`src/rtl/conn_retry_pkg.sv`:
```
package conn_retry_pkg;
  typedef struct packed {
    logic clrAll;
    logic latchFirst;
    logic latchRetry;
    logic startTimer;
    logic incBlocked;
    logic setArb;
  } retryStrobes_t;

  typedef enum logic [1:0] {
    ST_FRESH = 2'd0,
    ST_OUT   = 2'd1,
    ST_RETRY = 2'd2
  } retryState_t;
endpackage

```
`src/rtl/retry_sat_counter.sv`:
```
module retry_sat_counter #(
  parameter int WIDTH = 8
) (
  input  logic             clk,
  input  logic             rstN,
  input  logic             clr,
  input  logic             inc,
  output logic [WIDTH-1:0] value
);
  localparam logic [WIDTH-1:0] MAXV = {WIDTH{1'b1}};

  always_ff @(posedge clk) begin
    if (!rstN) begin
      value <= '0;
    end else if (clr) begin
      value <= '0;
    end else if (inc && value != MAXV) begin
      value <= value + 1'b1;
    end
  end

  // no wrap, monotonic between clears
  a_r6_r7_no_wrap: assert property (@(posedge clk) disable iff (!rstN)
    (!clr) |=> (value >= $past(value)));
  a_r6_r7_hold_max: assert property (@(posedge clk) disable iff (!rstN)
    (!clr && value == MAXV) |=> (value == MAXV));
endmodule

```
`src/rtl/conn_retry_ctrl.sv`:
```
module conn_retry_ctrl
  import conn_retry_pkg::*;
(
  input  logic          clk,
  input  logic          rstN,
  input  logic          newReq,
  input  logic          sendOpen,
  input  logic          rejBlocked,
  input  logic          rejArb,
  input  logic          accepted,
  input  logic          abandon,
  output retryStrobes_t strobes
);
  retryState_t state, nextState;
  logic clearReq;

  assign clearReq = newReq | accepted | abandon;

  always_comb begin
    strobes   = '0;
    nextState = state;
    if (clearReq) begin
      strobes.clrAll = 1'b1;
      nextState      = ST_FRESH;
    end else begin
      unique case (state)
        ST_FRESH: if (sendOpen) begin
          strobes.latchFirst = 1'b1;
          strobes.startTimer = 1'b1;
          nextState          = ST_OUT;
        end
        ST_OUT: begin
          if (rejBlocked) begin
            strobes.incBlocked = 1'b1;
            nextState          = ST_RETRY;
          end else if (rejArb) begin
            strobes.setArb = 1'b1;
            nextState      = ST_RETRY;
          end
        end
        ST_RETRY: if (sendOpen) begin
          strobes.latchRetry = 1'b1;
          nextState          = ST_OUT;
        end
        default: nextState = ST_FRESH;
      endcase
    end
  end

  always_ff @(posedge clk) begin
    if (!rstN) state <= ST_FRESH;
    else       state <= nextState;
  end

  // at most one latch-or-clear action per cycle, and never two latches back to back
  a_r11_one_action: assert property (@(posedge clk) disable iff (!rstN)
    $onehot0({strobes.clrAll, strobes.latchFirst, strobes.latchRetry}));
  a_r11_no_double_latch: assert property (@(posedge clk) disable iff (!rstN)
    (strobes.latchFirst || strobes.latchRetry) |=> !(strobes.latchFirst || strobes.latchRetry));
endmodule

```
`src/rtl/conn_retry_datapath.sv`:
```
module conn_retry_datapath
  import conn_retry_pkg::*;
#(
  parameter int BLK_W  = 8,
  parameter int WAIT_W = 16
) (
  input  logic              clk,
  input  logic              rstN,
  input  retryStrobes_t     strobes,
  input  logic              usTick,
  output logic [BLK_W-1:0]  outBlockedCnt,
  output logic [WAIT_W-1:0] outWaitTime
);
  logic [BLK_W-1:0]  blockedCnt;
  logic [WAIT_W-1:0] waitCnt;
  logic              timerOn;
  logic              lastArb;

  retry_sat_counter #(.WIDTH(BLK_W)) uBlocked (
    .clk(clk), .rstN(rstN), .clr(strobes.clrAll),
    .inc(strobes.incBlocked), .value(blockedCnt));

  retry_sat_counter #(.WIDTH(WAIT_W)) uWait (
    .clk(clk), .rstN(rstN), .clr(strobes.clrAll),
    .inc(timerOn & usTick), .value(waitCnt));

  always_ff @(posedge clk) begin
    if (!rstN) begin
      timerOn       <= 1'b0;
      lastArb       <= 1'b0;
      outBlockedCnt <= '0;
      outWaitTime   <= '0;
    end else if (strobes.clrAll) begin
      timerOn       <= 1'b0;
      lastArb       <= 1'b0;
      outBlockedCnt <= '0;
      outWaitTime   <= '0;
    end else begin
      if (strobes.startTimer) timerOn <= 1'b1;
      if (strobes.incBlocked) lastArb <= 1'b0;
      else if (strobes.setArb) lastArb <= 1'b1;
      if (strobes.latchFirst) begin
        outBlockedCnt <= '0;
        outWaitTime   <= '0;
      end else if (strobes.latchRetry) begin
        outBlockedCnt <= blockedCnt;
        outWaitTime   <= lastArb ? waitCnt : '0;
      end
    end
  end

  // fields move only on a latch or clear
  a_r8_fields_stable: assert property (@(posedge clk) disable iff (!rstN)
    (!strobes.clrAll && !strobes.latchFirst && !strobes.latchRetry)
      |=> ($stable(outBlockedCnt) && $stable(outWaitTime)));
  // first attempt carries zero fields
  a_r2_first_zero: assert property (@(posedge clk) disable iff (!rstN)
    strobes.latchFirst |=> (outBlockedCnt == '0 && outWaitTime == '0));
endmodule

```
`src/rtl/conn_retry_tracker.sv`:
```
module conn_retry_tracker
  import conn_retry_pkg::*;
#(
  parameter int BLK_W  = 8,
  parameter int WAIT_W = 16
) (
  input  logic              clk,
  input  logic              rstN,
  input  logic              newReq,
  input  logic              sendOpen,
  input  logic              rejBlocked,
  input  logic              rejArb,
  input  logic              accepted,
  input  logic              abandon,
  input  logic              usTick,
  output logic [BLK_W-1:0]  outBlockedCnt,
  output logic [WAIT_W-1:0] outWaitTime
);
  retryStrobes_t strobes;

  conn_retry_ctrl uCtrl (
    .clk(clk), .rstN(rstN), .newReq(newReq), .sendOpen(sendOpen),
    .rejBlocked(rejBlocked), .rejArb(rejArb), .accepted(accepted),
    .abandon(abandon), .strobes(strobes));

  conn_retry_datapath #(.BLK_W(BLK_W), .WAIT_W(WAIT_W)) uData (
    .clk(clk), .rstN(rstN), .strobes(strobes), .usTick(usTick),
    .outBlockedCnt(outBlockedCnt), .outWaitTime(outWaitTime));
endmodule

```
`config.mk`:
```
export PLATFORM = sky130hd
export DESIGN_NAME = conn_retry_tracker
export DESIGN_NICKNAME = d
export VERILOG_FILES = /design/src/rtl/conn_retry_pkg.sv /design/src/rtl/retry_sat_counter.sv /design/src/rtl/conn_retry_ctrl.sv /design/src/rtl/conn_retry_datapath.sv /design/src/rtl/conn_retry_tracker.sv
export SDC_FILE = /design/constraint.sdc
export NUM_CORES = 1
export LEC_CHECK = 0
export BUFFER_PORTS_ARGS = -buffer_cell sky130_fd_sc_hd__buf_2
export CORE_ASPECT_RATIO = 0.6
export CORE_MARGIN = 8
export CORE_UTILIZATION = 41
export DETAILED_ROUTE_END_ITERATION = 10
export GPL_ROUTABILITY_DRIVEN = 0
export GPL_TIMING_DRIVEN = 0
export PLACE_DENSITY = 0.64
export RECOVER_POWER = 50
export SLEW_MARGIN = 25
export SYNTH_ARGS = -nofsm -noshare
export SYNTH_HDL_FRONTEND = slang
export SYNTH_SLANG_ARGS = --single-unit
```
`constraint.sdc`:
```
create_clock -name clk -period 1.7 [get_ports clk]
set_input_delay 0.34 -clock clk [delete_from_list [all_inputs] [get_ports clk]]
set_output_delay 0.34 -clock clk [all_outputs]
set_load 0.02 [all_outputs]
```
Word level (Yosys, flattened, before mapping)
Index checks and enable logic that the tools add are counted.

storage, ports and cells
  output and inout bits = 24
  bits in latches = 0
  memories kept = 0
  memory bits (read-only) = 0
  input bits = 9
  word-level logic and storage cells = 42
  RAM bits = 0
  register bits = 52

cells by class
  reductions and logical operators = 9
  eq/ne operators = 6
  bitwise gates (word level) = 4
  shifts and indexed selects = 0
  multipliers = 0
  multiplexer cells = 14
  $add $sub $neg = 2
  div/mod/pow operators = 0
  order comparisons = 0

operator list
  kind                                                    count
  adder 16 x 1 -> 16 bit (second input constant)          1
  2-to-1 mux 16 bit                                       1
  inequality test 16 bit (second input constant)          1
  adder 8 x 1 -> 8 bit (second input constant)            1
  2-to-1 mux 2 bit                                        4
  inequality test 8 bit (second input constant)           1
  2-to-1 mux 1 bit                                        7
  OR reduction 2 bit                                      3
  OR reduction 3 bit                                      2
  2-to-1 mux 5 bit                                        1
  one-hot mux 2 bit (2 select lines)                      1
  inequality test 3 bit (second input constant)           1
  equality test 2 x 1 -> 1 bit (second input constant)    1
  equality test 2 bit (second input constant)             1
  logical AND 1 bit                                       2
  zero test 2 bit                                         1
  inequality test 2 x 1 -> 1 bit (second input constant)  1
  bitwise OR 1 bit                                        2
  AND reduction 2 bit                                     1
  AND 1 bit                                               1
  NOT 1 bit                                               1

Logic depth before layout (Yosys ltp)
Gate-level depths: netlist of run 1.

  depth after elaboration = 5
  gate-level depth with buffers = 6
  depth with buffers taken out = 5

Cells and area by module
Synthesis of run 1 repeated with hierarchy kept, for this count alone.

second synthesis, totals
  cell total of the unflattened synthesis = 263
  area, all modules = 2486.1 um^2

by module, submodules not included
  module                               area an instance (um^2)  seq. area each (um^2)  times used  cells an instance
  conn_retry_datapath                  1034.7                   520.5                  1           106
  retry_sat_counter at uData.uWait     864.6                    320.3                  1           91
  retry_sat_counter at uData.uBlocked  421.7                    160.2                  1           46
  conn_retry_ctrl                      165.2                    40.0                   1           20

Worst setup path after synthesis of run 1
OpenSTA, ideal clock, no wires.

  kind = register to register
  start point = register uData.uWait.value[0]
  end point = register uData.uWait.value[15]
  path slack = 0.067 ns
  setup time = 0.072 ns
  cell stages (with the launch flop) = 6
  period minus slack after synthesis = 1.633 ns
  arrival = 1.562 ns
  data required time = 1.628 ns
  path buffers = 0
  cells stage by stage = dfxtp_1 -> ha_1 -> inv_1 -> or4_1 -> nand4_1 -> mux2i_1

between the ends
  longest elaborated chain between the ends = 2
  elaborated cells on any way between the ends = 3
  classes of those cells = add/sub (1); eq/ne (1); reduce/logical (1)

ends and longest elaborated chain
  element                                                                         line                     source
  from (decl)                                                                     retry_sat_counter.sv:8   output logic [WIDTH-1:0] value
  from (signal assigned)                                                          retry_sat_counter.sv:18  value <= value + 1'b1;
  parallel branches: the longest is 2 deep, another holds adder 16 x 1 -> 16 bit  -

Parallel ways; which one is timed is not known.
A chain may end at the register's enable or synchronous reset.

Final worst setup path of run 1
Ends and elaborated chain as after synthesis.

==> impl_metrics.tcl, run 1 <==
set metrics [dict create \
    wire_per_inst_um 14.9 \
    finalHoldViolCount 0 \
    crit_chain "ha_4 -> inv_1 -> or4_1 -> nand4_1 -> mux2i_1" \
    irDropWorstVdd_v 0.000350 \
    overflow 0 \
    worstSetupPathType "reg -> reg" \
    syn2layout_area_growth_pct 17.0 \
    ant_nets 0 \
    grt_max_degree 18 \
    dpl.hpwl_um 4100 \
    slowest_stage "or4_1" \
    worstPathArrival_ns 1.89 \
    syn_inst 269 \
    maxSlewHeadroom_pct 61.6 \
    clock_sinks 52 \
    drc 0 \
    final_cell_count_no_fill 379 \
    ys_seq_elements 52 \
    synth_area_leaders "dfxtp_1, a21oi_1, nand2_1" \
    min_period_over_period_pct 97.0 \
    max_slew.worst_pin.slew_ns 0.575 \
    synth_flop_cell "dfxtp_1" \
    crit_family "simple AND/OR/NAND/NOR gates" \
    n_fill_cell 566 \
    place_area_sq_um 2520 \
    leakage_nw 0.815 \
    mostFrequentLayoutCell "nand2_1" \
    cts_max_path_buffers 2 \
    start_util_pct 41.7 \
    timing.hold.ws_ns 0.325 \
    fin_area_sq_um 2660 \
    reg2reg_setup_slack_ns 0.05 \
    fin_tns_setup_ns 0 \
    cts.clk_slew.worst_paths_ns 0.10 \
    grtUsageTotal_pct 14.4 \
    async_flop_share_pct 0 \
    rsz0062_at_grt "false" \
    layout_common_cells "nand2_1, dfxtp_1, a21oi_1, clkbuf_1, nand3_1" \
    io_buffers 32 \
    final-max-slew-violation-count 0 \
    cp.required_ns 1.94 \
    yosysTopAreaCell "dfxtp_1" \
    wirelength_um 5660 \
    post-route-util_pct 48.7 \
    status "finished clean" \
    syn_nets 280 \
    start_kind "register" \
    die_h_um 73.7 \
    p_total_mw 2.00 \
    hold_path.class "in -> reg" \
    p_per_area_nw_per_um2 750 \
    syn-cell-area_sq_um 2280 \
    drt-pass1-iter-count 4 \
    n_antenna_cell 0 \
    grt_pass1_wl_um 9510 \
    worstSkewPairLatency_ns 0.32 \
    cts_tree "done" \
    ios 33 \
    cp_max_fo 7 \
    die_x_um 112 \
    row_count 21 \
    cp.buffers_inverters 1 \
    pre_cts_ws_ns -0.137 \
    vias 2078 \
    end_kind "register" \
    slowest_delay_ns 0.56 \
    numCtsBuffers 5 \
    grt_pass1_vias 1915 \
    finalSetupViolations 0 \
    antenna_found_initial 0 \
    synth-warning-count 0 \
    finClkSkew_ns 0.0110 \
    final.min_clock_period_ns 1.65 \
    nets 320 \
    initialDrtViolationCount 97 \
    drt-vias-per-instance 5.48 \
    layout-drive-gt1-share_pct 13.5 \
    dieArea_sq_um 8270 \
    maxCapViolations 0 \
    syn_area_per_cell_sq_um 8.47 \
    synthDominantCellAreaShare_pct 45.7 \
    cts-hold-fix-buffers 0 \
    synth_edf_count 0 \
    cts_root_buffer "clkbuf_8" \
    cts-htree-levels 2 \
    synth-seq-area-share_pct 45.7 \
    layout_setup_ws_ns 0.0509 \
    placed_cells 370 \
    core_area_sq_um 5470 \
    max_freq_ghz 0.606 \
    ys_types 41 \
]
-- worst register-to-register path, stage by stage, from the launching register on --
cell and delay, ns:
dfxtp_2 0.43, ha_4 0.20, inv_1 0.09, or4_1 0.56, nand4_1 0.14, mux2i_1 0.18
-- report_power, final --
part | internal [mW] | leakage (nW) | switching [mW]
clock network | 0.296 | 0.0485 | 0.445
registers | 1.22 | 0.423 | 0.000889
logic | 0.0133 | 0.344 | 0.0249
-- cell usage after synthesis, types with 2 or more instances --
library cell  instances
or3_1                 7
o31ai_1               6
buf_2                 3
and4_4                2
mux2i_1               7
clkbuf_1             10
nand3_1              27
nand4_1               4
and3_1                2
nand4_2               3
nand2b_1              5
nor2_1                9
or4_1                 6
ha_1                  2
inv_1                 3
xor2_1                2
dfxtp_1              52
nand2_1              48
a21oi_1              39
nor3_1                3
o21ai_0               8
nor2b_1               2
-- logic make-up (layout without fill, tap and decap cells) --
family	after synthesis	after routing	synth area share [%]
adder cells (fa/ha/maj)	2	2	1.10
AND/OR/NAND/NOR	129	129	31.2
buffers and inverters	16	57	2.80
flip-flops	52	52	45.7
XOR/XNOR	2	2	0.769
multiplexers	7	7	3.08
AO/OA/AOI/OAI	61	61	15.3
-- sequential cells by signal, summed over array words and instances (netlist names) --
signal                cells
uData.uWait.value        16
uData.uBlocked.value      8
uData.outWaitTime        16
uData.outBlockedCnt       8
uData.timerOn             1
uCtrl.state               2
uData.lastArb             1
-- worst paths after layout --
path                                                        start                                  to  cells past startpoint
worst max register to register  uData.uWait.value[0]$_SDFFE_PP0P_  uData.uWait.value[15]$_SDFFE_PP0P_                      5
worst max-delay path            uData.uWait.value[0]$_SDFFE_PP0P_  uData.uWait.value[15]$_SDFFE_PP0P_                      5
worst min register to register  uData.outWaitTime[3]$_SDFFE_PP0P_   uData.outWaitTime[3]$_SDFFE_PP0P_                      2
worst min-delay path                                     sendOpen         uCtrl.state[1]$_SDFFE_PP0P_                      4
-- layout make-up --
class                   count  area, sq um  share of cell area, %
inverters                   3         11.3                  0.423
repair buffers             33          136                   5.12
clock inverters             3         22.5                  0.845
multi-input cells         201         1230                   46.1
clock buffers               5         68.8                   2.58
flip-flops and latches     52         1050                   39.5
plain buffers              13         60.1                   2.25
well taps                  69         86.3                   3.24
-- routing by layer --
metal  vias up  part of all wire [%]  global-route usage (%)  wire length [um]
met5         -                     0                       0                 0
met2        49                    38                    19.2              2140
met3         7                   8.4                    4.43               476
met1       965                    53                    20.9              2980
met4         0                   1.1                    4.90                63
li1       1057                     -                       -                 -
-- timing repair --
item	4_1_cts	5_1_grt
pin swaps	0	1
hold endpoints to repair	0	0
resized for setup	5	18
setup endpoints to repair	7	33
buffers inserted	0	1
No activity file was read; power rests on OpenSTA's default activity.
==> run 2, diff against run 1 <==
--- a/config.mk
+++ b/config.mk
@@ -12,9 +12,10 @@
 export DETAILED_ROUTE_END_ITERATION = 10
 export GPL_ROUTABILITY_DRIVEN = 0
 export GPL_TIMING_DRIVEN = 0
-export PLACE_DENSITY = 0.64
+export PLACE_DENSITY = 0.63
 export RECOVER_POWER = 50
 export SLEW_MARGIN = 25
 export SYNTH_ARGS = -nofsm -noshare
 export SYNTH_HDL_FRONTEND = slang
+export SYNTH_HIERARCHICAL = 1
 export SYNTH_SLANG_ARGS = --single-unit
==> run 2 against run 1 <==
Power is essentially flat; maximum frequency shrank 0.26%; register-to-register slack is essentially flat; die area grew 7.5%; worst hold slack lost 0.0069 ns; routed wire length grew 2.3%; worst setup slack lost 0.0042 ns.
==> impl_metrics.tcl, run 2 <==
set metrics [dict create \
    status "finished clean" \
    numCtsBuffers 5 \
    leakage_nw 0.897 \
    maxSlewHeadroom_pct 61.9 \
    post-synth-top-count-cell "dfxtp_1" \
    reg2reg_setup_slack_ns 0.05 \
    synth_area_leaders "dfxtp_1, nand2b_1, mux2i_1" \
    mostFrequentLayoutCell "dfxtp_1" \
    route.met3.wl_um 398 \
    fin_tns_setup_ns 0 \
    die_h_um 76.3 \
    cp.required_ns 1.91 \
    vias 2011 \
    synth_flop_cell "dfxtp_1" \
    met2WireLength_um 2030 \
    p_per_area_nw_per_um2 711 \
    drt-met1-wl_um 3330 \
    antenna_found_initial 0 \
    cp.depth 5 \
    cts-htree-levels 2 \
    synth-seq-area-share_pct 41.9 \
    final.min_clock_period_ns 1.65 \
    ios 33 \
    nets 313 \
    drt-pass1-iter-count 4 \
    overflow 0 \
    ant_nets 0 \
    wirelength_um 5790 \
    grt_max_degree 16 \
    crit_path_start "uData/uWait/value[0]$_SDFFE_PP0P_" \
    ys_top_cells_by_count "dfxtp_1, nor2_1, nand2b_1, nand3_1, a21oi_1" \
    cp.buffers_inverters 0 \
    clock_sinks 52 \
    grt_pass1_vias 1948 \
    final_cell_count_no_fill 387 \
    row_count 22 \
    rsz0062_at_grt "true" \
    start_util_pct 41.6 \
    ys_seq_elements 52 \
    core_area_sq_um 5970 \
    syn-cell-area_sq_um 2490 \
    layout_common_cells "dfxtp_1, clkbuf_1, nor2_1, nand2b_1, nand3_1" \
    async_flop_share_pct 0 \
    placed_cells 379 \
    top_regs "uData/outWaitTime: 16 flops, uData/uWait/value: 16 flops" \
    cts-hold-fix-buffers 0 \
    dieArea_sq_um 8890 \
    worstSetupPathType "reg -> reg" \
    max_freq_ghz 0.605 \
    wire_per_inst_um 14.9 \
    cts_root_buffer "clkbuf_8" \
    ff2ff_path_depth 5 \
    min_period_over_period_pct 97.3 \
    drt-vias-per-instance 5.20 \
    crit_family "compound AO/OA/AOI/OAI gates" \
    initialDrtViolationCount 109 \
    maxCapViolations 0 \
    syn_inst 263 \
    p_total_mw 2.00 \
    dpl.hpwl_um 4280 \
    top_layer "met4" \
    synth-warning-count 6 \
    fin_area_sq_um 2810 \
    syn_area_per_cell_sq_um 9.45 \
    syn_nets 274 \
    cts_max_path_buffers 2 \
    slowest_stage "dfxtp_1" \
    cts_tree "done" \
    slowest_delay_ns 0.40 \
    grtUsageTotal_pct 13.6 \
    final-max-slew-violation-count 0 \
    drc 0 \
    worstSkewPairLatency_ns 0.30 \
    grt_pass1_wl_um 9760 \
    synthDominantCellAreaShare_pct 41.9 \
    ys_types 55 \
    place_area_sq_um 2750 \
    max_slew.worst_pin.slew_ns 0.572 \
    crit_chain "ha_1 -> and4_2 -> o311ai_2 -> o31a_1 -> o21a_1" \
    finalSetupViolations 0 \
    endpoint "uData/uWait/value[14]$_SDFFE_PP0P_" \
    finClkSkew_ns 0.00694 \
    worstPathArrival_ns 1.86 \
    yosysTopAreaCell "dfxtp_1" \
    die_x_um 117 \
    finalHoldViolCount 0 \
    hold_path.class "in -> reg" \
    layout-drive-gt1-share_pct 18.2 \
    cp_max_fo 6 \
    cts.clk_slew.worst_paths_ns 0.10 \
    io_buffers 32 \
    irDropWorstVdd_v 0.000351 \
    n_antenna_cell 0 \
    synth_edf_count 0 \
    crit-reg2reg-capture "uData/uWait/value[14]$_SDFFE_PP0P_" \
    reg2reg_from "uData/uWait/value[0]$_SDFFE_PP0P_" \
    syn2layout_area_growth_pct 13.0 \
    start_kind "register" \
    end_kind "register" \
]
[run 2: changes by cell type after synthesis, sizes merged, moves of 4 or more]
cell    change
nor2       +14
o31ai       -4
nand2b     +16
nor2b       +5
or4         -4
or3         -5
mux2i       +5
nand2      -36
clkbuf      -6
buf         +5
nand3       -7
and4        +5
a21oi      -12
[run 2: what timing repair did]
| item | CTS | global route |
|---|---|---|
| setup endpoints to repair | 0 | 18 |
| setup buffers | 0 | 0 |
| resized for setup | 0 | 6 |
| hold endpoints to repair | 0 | 0 |
[run 2: how the worst min path moves through the flow]
stage | start | to | slack [ns] | depth (start not counted)
CTS | sendOpen | uCtrl/state[1]$_SDFFE_PP0P_ | 0.31 | 4
finish | sendOpen | uCtrl/state[1]$_SDFFE_PP0P_ | 0.32 | 4
global route | sendOpen | uCtrl/state[1]$_SDFFE_PP0P_ | 0.34 | 4
floorplan | uData/timerOn$_SDFFE_PP0P_ | uData/timerOn$_SDFFE_PP0P_ | 0.43 | 2
detailed placement | uData/outWaitTime[0]$_SDFFE_PP0P_ | uData/outWaitTime[0]$_SDFFE_PP0P_ | 0.46 | 2
global placement | uData/outWaitTime[2]$_SDFFE_PP0P_ | uData/outWaitTime[2]$_SDFFE_PP0P_ | 0.45 | 2
[run 2: cell type report]
class | instances | area (sq um)
Multi-Input combinational cell | 196 | 1350
Tap cell | 84 | 105
Timing Repair Buffer | 32 | 130
Buffer | 12 | 81.3
Fill cell | 624 | 3160
Inverter | 3 | 11.3
Sequential cell | 52 | 1040
Clock buffer | 6 | 82.6
Clock inverter | 2 | 10.0
[run 2: logic make-up (layout without fill, tap and decap cells)]
family	count (synthesis)	in the layout	share of synthesized area [%]
flip-flops	52	52	41.9
buffers and inverters	15	55	3.62
XOR/XNOR	4	4	1.41
AND/OR/NAND/NOR	125	125	30.8
adder cells (fa/ha/maj)	2	2	1.01
multiplexers	12	12	4.83
AO/OA/AOI/OAI	53	53	16.5
[run 2: metrics by stage]
stage                     utilization, %  worst slack [ns]  hold slack (ns)
after floorplan                        -             0.172            0.432
after global placement              46.1           -0.0989            0.450
after CTS                           47.6            0.0408            0.311
final                               47.0            0.0467            0.318
after detailed placement            46.1            -0.105            0.463
after global routing                47.0           -0.0576            0.338
[run 2: layer usage]
layer | vias up | GRT usage, %
met2 | 48 | 17.0
met1 | 924 | 21.4
met5 | - | 0
li1 | 1035 | -
met4 | 0 | 3.05
met3 | 4 | 3.88
[run 2: worst reg2reg max path, delay by kind of cell, from the launching register on]
kind,cells,cell delay (ns)
flops,1,0.40
fa+ha+maj,1,0.21
compound gates,3,0.63
simple gates,1,0.31
[run 2: where the power goes]
part	switching (mW)	leakage (nW)	internal (mW)
logic	0.0295	0.427	0.0204
registers	0.000334	0.419	1.22
clock network	0.406	0.0510	0.326
==> run 3, diff against run 2 <==
--- a/config.mk
+++ b/config.mk
@@ -6,7 +6,7 @@
 export NUM_CORES = 1
 export LEC_CHECK = 0
 export BUFFER_PORTS_ARGS = -buffer_cell sky130_fd_sc_hd__buf_2
-export CORE_ASPECT_RATIO = 0.6
+export CORE_ASPECT_RATIO = 1.5
 export CORE_MARGIN = 8
 export CORE_UTILIZATION = 41
 export DETAILED_ROUTE_END_ITERATION = 10
==> run 3 against run 2 <==
Via count up 2.1%; critical path type unchanged; largest power group unchanged; cell count down 2.6%; combinational power down 6.4%.
==> impl_metrics.tcl, run 3 (synthesized netlist as in run 2, its figures left out) <==
set metrics [dict create \
    status "finished clean" \
    p_total_mw 2.11 \
    end_kind "register" \
    max_freq_ghz 0.619 \
    grt_pass1_vias 2018 \
    layout-drive-gt1-share_pct 17.2 \
    dieArea_sq_um 8860 \
    final-max-slew-violation-count 0 \
    cts_max_path_buffers 2 \
    reg2reg_from "uData/uWait/value[0]$_SDFFE_PP0P_" \
    grtUsageTotal_pct 12.4 \
    leakage_nw 0.894 \
    maxSlewHeadroom_pct 65.6 \
    worstSkewPairLatency_ns 0.30 \
    pre_cts_ws_ns -0.137 \
    layout_common_cells "dfxtp_1, clkbuf_1, nor2_1, nand2b_1, nand3_1" \
    cts_root_buffer "clkbuf_8" \
    slowest_delay_ns 0.40 \
    worstSetupPathType "reg -> reg" \
    cp_max_fo 6 \
    holdPathStages 4 \
    vias 2054 \
    cp.depth 5 \
    crit-reg2reg-capture "uData/uWait/value[14]$_SDFFE_PP0P_" \
    syn2layout_area_growth_pct 13.2 \
    cts-htree-levels 2 \
    initialDrtViolationCount 142 \
    top_regs "uData/outWaitTime: 16 flops, uData/uWait/value: 16 flops" \
    ant_nets 0 \
    crit_family "compound AO/OA/AOI/OAI gates" \
    n_fill_cell 609 \
    regArea_sq_um 1040 \
    numCtsBuffers 5 \
    max_slew.worst_pin.slew_ns 0.514 \
    min_from "sendOpen" \
    finalHoldViolCount 0 \
    wire_per_inst_um 14.4 \
    die_x_um 79.6 \
    core_area_sq_um 6000 \
    min_period_over_period_pct 95.1 \
    final.min_clock_period_ns 1.62 \
    hold-path-endpoint "uCtrl/state[1]$_SDFFE_PP0P_" \
    drc 0 \
    finalSetupViolations 0 \
    crit_chain "ha_1 -> and4_4 -> o311ai_2 -> o31a_1 -> o21a_1" \
    irDropWorstVdd_v 0.000409 \
    finClkSkew_ns 0.00692 \
    ff2ff_path_depth 5 \
    antenna_found_initial 0 \
    cp.required_ns 1.90 \
    grt_max_degree 16 \
    wirelength_um 5430 \
    io_buffers 32 \
    drt-pass1-iter-count 4 \
    overflow 0 \
    cts.clk_slew.worst_paths_ns 0.09 \
    drt-vias-per-instance 5.45 \
    mostFrequentLayoutCell "dfxtp_1" \
    cp.buffers_inverters 0 \
    cts_tree "done" \
    dpl.hpwl_um 4020 \
    clock_sinks 52 \
    n_antenna_cell 0 \
    rsz0062_at_grt "false" \
    start_kind "register" \
    layout_setup_ws_ns 0.0841 \
    row_count 35 \
    p_per_area_nw_per_um2 749 \
    ios 33 \
    slowest_stage "dfxtp_1" \
    reg2reg_setup_slack_ns 0.08 \
    worstPathArrival_ns 1.82 \
    multi_input_area_sq_um 1360 \
    start_util_pct 41.4 \
    post_cts_buffers 0 \
    die_h_um 111 \
    maxCapViolations 0 \
    hold_path.class "in -> reg" \
    grt_pass1_wl_um 9090 \
    nets 313 \
]
run 3: report_power, final:
part / internal (mW) / leakage (nW) / total [mW] / switching, mW
combinational: 0.0193 / 0.420 / 0.0467 / 0.0274
sequential: 1.22 / 0.419 / 1.22 / 0.000401
clock: 0.438 / 0.0552 / 0.845 / 0.407
run 3: worst max path at each step:
stage	end	slack, ns	start
global route	uData/uWait/value[1]$_SDFFE_PP0P_	0.01	uData/uWait/value[4]$_SDFFE_PP0P_
detailed placement	uData/outBlockedCnt[2]$_SDFFE_PP0P_	-0.14	accepted
CTS	uData/uWait/value[14]$_SDFFE_PP0P_	0.06	uData/uWait/value[0]$_SDFFE_PP0P_
floorplan	uData/outWaitTime[10]$_SDFFE_PP0P_	0.17	sendOpen
finish	uData/uWait/value[14]$_SDFFE_PP0P_	0.08	uData/uWait/value[0]$_SDFFE_PP0P_
global placement	uData/outBlockedCnt[0]$_SDFFE_PP0P_	-0.13	accepted
run 3: worst register-to-register path, cell delays in order (launching register included):
cell and delay [ns]:
dfxtp_1 0.40, ha_1 0.21, and4_4 0.28, o311ai_2 0.15, o31a_1 0.30, o21a_1 0.18
run 3: layout make-up:
cell class,instances,area share [%]
Clock inverter,2,1.24
Sequential cell,52,37.0
Tap cell,74,3.29
Buffer,12,2.71
Timing Repair Buffer,32,4.58
Inverter,3,0.400
Clock buffer,6,2.58
Multi-Input combinational cell,196,48.2
run 3: timing repair:
| item | 4_1_cts | 5_1_grt |
|---|---|---|
| hold buffers | 0 | 0 |
| setup endpoints to repair | 0 | 6 |
| gates resized for setup | 0 | 4 |
run 3: metrics by stage:
| step | instance area, sq um | setup TNS [ns] | hold slack [ns] | util [%] | instances |
|---|---|---|---|---|---|
| after CTS | 2850 | 0 | 0.325 | 47.4 | 377 |
| final | 2820 | 0 | 0.323 | 46.9 | 377 |
| after floorplan | 2490 | 0 | 0.432 | - | 263 |
| after global routing | 2820 | 0 | 0.341 | 46.9 | 377 |
| after detailed placement | 2740 | -1.42 | 0.451 | 45.7 | 369 |
| after global placement | 2740 | -1.36 | 0.447 | 45.7 | 369 |
run 3: layer usage:
metal / vias up / part of all wire (%) / track usage, %
li1: 1027 / - / -
met3: 8 / 3.1 / 2.26
met1: 976 / 44 / 13.8
met5: - / 0 / 0
met2: 43 / 51 / 22.2
met4: 0 / 1.7 / 5.09
